<file path="src/rtl/mcs_pkg.sv">
package mcs_pkg;
  typedef logic signed [1:0] polar_t;

  localparam polar_t POLAR_POS  = 2'sb01;
  localparam polar_t POLAR_NEG  = 2'sb11;
  localparam polar_t POLAR_IDLE = 2'sb00;

  function automatic polar_t to_polar(input logic chip);
    return chip ? POLAR_POS : POLAR_NEG;
  endfunction
endpackage

</file>
<file path="src/rtl/mcs_collect.sv">
module mcs_collect #(
  parameter int MAX_BITS = 3,
  localparam int CW = $clog2(MAX_BITS + 1)
) (
  input  logic                clk,
  input  logic                rst_n,
  input  logic [CW-1:0]       mode_i,
  input  logic                bit_valid_i,
  input  logic                bit_data_i,
  input  logic                busy_i,
  output logic                ready_o,
  output logic                done_o,
  output logic [MAX_BITS-1:0] idx_o
);
  logic [MAX_BITS-1:0] shreg;
  logic [CW-1:0]       cnt;
  logic [CW-1:0]       need_q;
  logic [CW-1:0]       need_now;
  logic [MAX_BITS-1:0] shift_next;
  logic                take;

  function automatic logic [CW-1:0] bits_for(input logic [CW-1:0] m);
    if (m == '0) return CW'(1);
    if (m > CW'(MAX_BITS)) return CW'(MAX_BITS);
    return m;
  endfunction

  assign ready_o    = !busy_i;
  assign take       = bit_valid_i && ready_o;
  assign need_now   = (cnt == '0) ? bits_for(mode_i) : need_q;
  assign shift_next = (shreg << 1) | MAX_BITS'(bit_data_i);
  assign done_o     = take && ((cnt + CW'(1)) == need_now);
  assign idx_o      = shift_next;

  always_ff @(posedge clk) begin
    if (!rst_n) begin
      shreg  <= '0;
      cnt    <= '0;
      need_q <= CW'(1);
    end else if (take) begin
      if (cnt == '0) need_q <= need_now;
      if (done_o) begin
        cnt   <= '0;
        shreg <= '0;
      end else begin
        cnt   <= cnt + CW'(1);
        shreg <= shift_next;
      end
    end
  end

  // a finished packet always starts the chip run on the next cycle
  assert_busy_after_done_R7: assert property (@(posedge clk) disable iff (!rst_n)
    done_o |=> busy_i);
  // the latched length is never below the bits already held
  assert_count_in_packet_R8: assert property (@(posedge clk) disable iff (!rst_n)
    (cnt != '0) |-> (cnt < need_q));
endmodule

</file>
<file path="src/rtl/mcs_bank.sv">
module mcs_bank #(
  parameter int                CHIPS     = 11,
  parameter int                NCODES    = 8,
  parameter logic [CHIPS-1:0]  BASE_CODE = 11'b11100010010,
  localparam int               AW        = $clog2(NCODES)
) (
  input  logic             clk,
  input  logic             rst_n,
  input  logic             load_en_i,
  input  logic [AW-1:0]    load_idx_i,
  input  logic [CHIPS-1:0] load_code_i,
  input  logic [AW-1:0]    rd_idx_i,
  output logic [CHIPS-1:0] rd_code_o
);
  logic [CHIPS-1:0] mem [NCODES];

  function automatic logic [CHIPS-1:0] rotl(input logic [CHIPS-1:0] b, input int r);
    logic [CHIPS-1:0] v;
    v = b;
    for (int k = 0; k < r % CHIPS; k++) v = {v[CHIPS-2:0], v[CHIPS-1]};
    return v;
  endfunction

  for (genvar i = 0; i < NCODES; i++) begin : g_entry
    localparam logic [CHIPS-1:0] INIT = rotl(BASE_CODE, i);
    always_ff @(posedge clk) begin
      if (!rst_n)                                  mem[i] <= INIT;
      else if (load_en_i && load_idx_i == AW'(i))  mem[i] <= load_code_i;
    end
    // a write lands in the addressed entry
    assert_load_lands_R9: assert property (@(posedge clk) disable iff (!rst_n)
      (load_en_i && load_idx_i == AW'(i)) |=> (mem[i] == $past(load_code_i)));
  end

  assign rd_code_o = mem[rd_idx_i];
endmodule

</file>
<file path="src/rtl/mcs_serial.sv">
module mcs_serial
  import mcs_pkg::*;
#(
  parameter int CHIPS = 11,
  localparam int CW = $clog2(CHIPS)
) (
  input  logic             clk,
  input  logic             rst_n,
  input  logic             start_i,
  input  logic [CHIPS-1:0] code_i,
  output logic             busy_o,
  output logic             chip_valid_o,
  output polar_t           chip_o,
  output logic             sym_start_o
);
  logic [CHIPS-1:0] sreg;
  logic [CW-1:0]    ccnt;
  logic [CW:0]      run;

  always_ff @(posedge clk) begin
    if (!rst_n) begin
      busy_o <= 1'b0;
      sreg   <= '0;
      ccnt   <= '0;
    end else if (busy_o) begin
      sreg <= sreg << 1;
      if (ccnt == CW'(CHIPS - 1)) begin
        busy_o <= 1'b0;
        ccnt   <= '0;
      end else begin
        ccnt <= ccnt + CW'(1);
      end
    end else if (start_i) begin
      busy_o <= 1'b1;
      sreg   <= code_i;
      ccnt   <= '0;
    end
  end

  assign chip_valid_o = busy_o;
  assign sym_start_o  = busy_o && (ccnt == '0);
  assign chip_o       = busy_o ? to_polar(sreg[CHIPS-1]) : POLAR_IDLE;

  // length of the current chip run, for the run-length check
  always_ff @(posedge clk) begin
    if (!rst_n)            run <= '0;
    else if (chip_valid_o) run <= run + (CW+1)'(1);
    else                   run <= '0;
  end

  // a run, once started, has no gaps
  assert_chips_contiguous_R4: assert property (@(posedge clk) disable iff (!rst_n)
    (chip_valid_o && !sym_start_o) |-> $past(chip_valid_o));
  // every run is exactly CHIPS long
  assert_run_length_R4: assert property (@(posedge clk) disable iff (!rst_n)
    $fell(chip_valid_o) |-> (run == (CW+1)'(CHIPS)));
  // a run opens with the strobe
  assert_run_opens_strobe_R6: assert property (@(posedge clk) disable iff (!rst_n)
    $rose(chip_valid_o) |-> sym_start_o);
  // chips are only +1 or -1
  assert_polar_values_R5: assert property (@(posedge clk) disable iff (!rst_n)
    chip_valid_o |-> (chip_o == POLAR_POS || chip_o == POLAR_NEG));
endmodule

</file>
<file path="src/rtl/mcs_encoder.sv">
module mcs_encoder
  import mcs_pkg::*;
#(
  parameter int               MAX_BITS  = 3,
  parameter int               CHIPS     = 11,
  parameter logic [CHIPS-1:0] BASE_CODE = 11'b11100010010
) (
  input  logic                                clk,
  input  logic                                rst_n,
  input  logic [$clog2(MAX_BITS+1)-1:0]       mode_i,
  input  logic                                bit_valid_i,
  input  logic                                bit_data_i,
  output logic                                bit_ready_o,
  input  logic                                load_en_i,
  input  logic [MAX_BITS-1:0]                 load_idx_i,
  input  logic [CHIPS-1:0]                    load_code_i,
  output logic                                chip_valid_o,
  output logic signed [1:0]                   chip_o,
  output logic                                sym_start_o
);
  localparam int NCODES = 1 << MAX_BITS;

  logic                busy;
  logic                done;
  logic [MAX_BITS-1:0] idx;
  logic [CHIPS-1:0]    code;

  mcs_collect #(.MAX_BITS(MAX_BITS)) u_collect (
    .clk(clk), .rst_n(rst_n), .mode_i(mode_i),
    .bit_valid_i(bit_valid_i), .bit_data_i(bit_data_i),
    .busy_i(busy), .ready_o(bit_ready_o), .done_o(done), .idx_o(idx)
  );

  mcs_bank #(.CHIPS(CHIPS), .NCODES(NCODES), .BASE_CODE(BASE_CODE)) u_bank (
    .clk(clk), .rst_n(rst_n), .load_en_i(load_en_i), .load_idx_i(load_idx_i),
    .load_code_i(load_code_i), .rd_idx_i(idx), .rd_code_o(code)
  );

  mcs_serial #(.CHIPS(CHIPS)) u_serial (
    .clk(clk), .rst_n(rst_n), .start_i(done), .code_i(code),
    .busy_o(busy), .chip_valid_o(chip_valid_o), .chip_o(chip_o),
    .sym_start_o(sym_start_o)
  );

  // no bit is taken while chips are leaving
  assert_ready_low_sending_R7: assert property (@(posedge clk) disable iff (!rst_n)
    sym_start_o |-> !bit_ready_o);
  // the idle output is zero
  assert_idle_zero_R1: assert property (@(posedge clk) disable iff (!rst_n)
    !chip_valid_o |-> (chip_o == 2'sb00 && !sym_start_o));
endmodule

</file>
<file path="config.mk">
export PLATFORM = sky130hd
export DESIGN_NAME = mcs_encoder
export DESIGN_NICKNAME = d
export VERILOG_FILES = /design/src/rtl/mcs_pkg.sv /design/src/rtl/mcs_collect.sv /design/src/rtl/mcs_bank.sv /design/src/rtl/mcs_serial.sv /design/src/rtl/mcs_encoder.sv
export SDC_FILE = /design/constraint.sdc
export NUM_CORES = 1
export LEC_CHECK = 0
export BUFFER_PORTS_ARGS = -buffer_cell sky130_fd_sc_hd__buf_2
export CORE_MARGIN = 5
export CORE_UTILIZATION = 30
export CTS_CLUSTER_SIZE = 24
export DETAILED_ROUTE_END_ITERATION = 10
export PLACE_DENSITY = 0.49
export SETUP_SLACK_MARGIN = 0.02
export SYNTH_ARGS = -nofsm -noshare
export SYNTH_HDL_FRONTEND = slang
export SYNTH_SLANG_ARGS = --single-unit
</file>
<file path="constraint.sdc">
create_clock -name clk -period 2.4 [get_ports clk]
set_input_delay 0.48 -clock clk [delete_from_list [all_inputs] [get_ports clk]]
set_output_delay 0.48 -clock clk [all_outputs]
set_load 0.05 [all_outputs]
</file>
==> summary.txt <==
Total Die Area: 19900 um2
DP Area: 5740 um2
Synthesized Nets: 406
Crit Path Max Fanout: 11
Via-to-Cell Ratio: 4.95
initial antenna violation count: 0
Max Transition Viols Final: 0
crit-path cells: inv_1 > ha_1 > mux2i_1 > mux2i_2 > buf_4 > nor3_1 > a2111oi_2
cell taking the most area after synthesis: edfxtp_1
register area share after synthesis: 60.0%
first-pass GRT wire length: 20300 um
Distinct cells, synth: 40
ys async rst share: 0%
Design Area, Final: 6060 um2
final setup fails: 0
post-CTS setup buffers: 0
latest clock arrival within the worst-skew pair: 0.35 ns
Worst setup SP type: register
Largest stage delay, worst path: 0.39 ns
Worst EP arrival: 2.39 ns
hold buffer count at CTS: 0
wirelength, routed: 13000 um
num rows: 47
Comb pwr share: 16.4%
GRT overflow: 0
CTS tree: built
status: complete, no violations
mean area per synthesized cell: 13.5 um2
Final period util: 89.3%
GRT Util Overall: 13.7%
Placer Congestion: 0.755
Post-Route Setup TNS: 0 ns
Synth Warn #: 0
Synth Instances: 381
DRC Markers: 0
vias in the first global route: 3359
CTS root buffer: clkbuf_16
WL/cell: 19.8 um
chip height: 141 um
worst clock skew: 0.00998 ns
Clk pwr share: 34.8%
Starting DRT DRC Count: 294
Pleak: 0.00204 uW
CP Class: reg -> reg
antenna fix cells: 0
largest net degree at the start of global routing: 20
P_int: 3430 uW
Die Wd: 141 um
Pwr per Cell Area: 772 nW/um2
number of enable flip-flop cells after synthesis: 88
final period demand of the worst path: 2.14 ns
Core ar.: 16700 um2
Worst Tran Pin Value: 0.598 ns
Initial Utilization: 30.8%
Area growth syn-to-layout: 18.0%
Cell Area, Synth: 5140 um2
max_slew headroom: 60.1%
Crit-path slowest cell: mux2i_2
Reg power frac: 48.8%
Post-synth top cells: edfxtp_1 (88), and2_1 (49), or3_1 (40)
Clock Tree Buf Depth: 2
f_max: 466 MHz
Clock Sinks: 110
share of cells above drive strength 1: 26.0%
final hold vios: 0
share of the synthesized area in the top cell type: 51.4%
Clock transition at path regs: 0.07 ns
ANT nets after route: 0
IO Pins: 26
Top FF cell, synth: edfxtp_1
DP HPWL: 9430 um
IO buf count: 25
maxcap violations: 0
CTS buffer count: 9
RSZ-0062 raised after global routing: false
most numerous cell in the Yosys netlist: edfxtp_1
hold crit path type: in -> reg
cts repair resizes: 0
Crit. End Element: register
H-tree levels: 3
routed via count: 3245
first drt pass iteration count: 4
Peak VDD IR: 0.000415 V
switching part of the total: 26.7%
#FFs+latches synth: 110
Net Sw Power: 1250 uW
Final #Nets: 455
filler cell count: 1649
top post-synthesis cells by area: edfxtp_1 (51%), mux4_2 (9.6%), dfxtp_1 (8.6%)
Required @ worst endpoint: 2.64 ns
critical path, delay by kind of cell (launching register included):
family	cells	cell delay [ns]
buffers and inverters	2	0.32
and+or+nand+nor	1	0.08
muxes	2	0.70
DFF	1	0.33
AOI/OAI and AO/OA	1	0.33
adders and majority gates	1	0.27
per-layer routing:
layer / track usage [%] / vias to the layer above / share of wire [%]
li1: - / 1535 / -
met1: 18.5 / 1624 / 43
met2: 22.5 / 80 / 50
met3: 3.66 / 6 / 5.9
met4: 2.60 / 0 / 0.82
met5: 0 / - / 0
stage by stage:
stage / std cells / hold WS (ns) / utilization [%] / total power [uW] / setup slack, ns
after floorplan: 381 / 0.432 / - / 2830 / 0.00410
after global placement: 639 / 0.442 / 34.4 / 3090 / 0.353
after detailed placement: 639 / 0.461 / 34.4 / 3100 / 0.274
after CTS: 655 / 0.408 / 36.3 / 4730 / 0.246
after global routing: 655 / 0.417 / 36.3 / 4880 / 0.0343
final: 655 / 0.423 / 36.3 / 4680 / 0.256
flip-flops by register name, summed over array words and instances (netlist names):
register	count
u_bank.mem	88
u_serial.sreg	11
u_serial.ccnt	4
u_collect.cnt	2
u_collect.need_q	2
u_collect.shreg	2
u_serial.busy_o	1
layout make-up:
| class | instances | area, um2 | area share, % |
|---|---|---|---|
| clock buffer | 9 | 225 | 3.71 |
| multi-input combinational | 238 | 1930 | 31.8 |
| inverter | 7 | 26.3 | 0.433 |
| tap | 220 | 275 | 4.54 |
| clock inverter | 7 | 97.6 | 1.61 |
| timing repair buffer | 64 | 430 | 7.10 |
| sequential | 110 | 3080 | 50.8 |
kinds of logic after synthesis:
family	Yosys count	share of synthesized area (%)
flip-flops	110	60.0
AO/OA/AOI/OAI	49	7.01
adder cells (fa/ha/maj)	4	0.974
multiplexers	36	12.5
AND/OR/NAND/NOR	149	16.6
buffers and inverters	33	2.97
layout by cell type, fill, tap and decap left out, drive strengths merged, types with 4 or more instances in the layout:
cell	count
edfxtp	88
mux4	22
nor3	4
nand2	23
clkbuf	9
o21ai	8
inv	8
o211ai	13
mux2i	13
dfxtp	22
and2	49
ha	4
nor2	9
a21oi	4
nand2b	14
buf	64
a31oi	11
or3	40
path summary, 6_finish.rpt:
path                          from             endpoint  slack (ns)  cells past startpoint
hold reg to reg   u_collect.cnt[1]     u_collect.cnt[1]        0.47                      2
hold / removal           mode_i[1]  u_collect.need_q[1]        0.42                      3
setup reg to reg  u_collect.cnt[0]     u_serial.sreg[0]        0.26                      7
setup / recovery  u_collect.cnt[0]     u_serial.sreg[0]        0.26                      7
power by group through the flow:
stage	registers [uW]	logic, uW	clock network (uW)
2_1_floorplan	2300	526	0
4_1_cts	2290	778	1670
3_3_place_gp	2320	766	0
5_1_grt	2300	836	1740
6_report	2290	768	1630
3_5_place_dp	2330	777	0
Note: power is estimated with default switching activity, not from simulation.
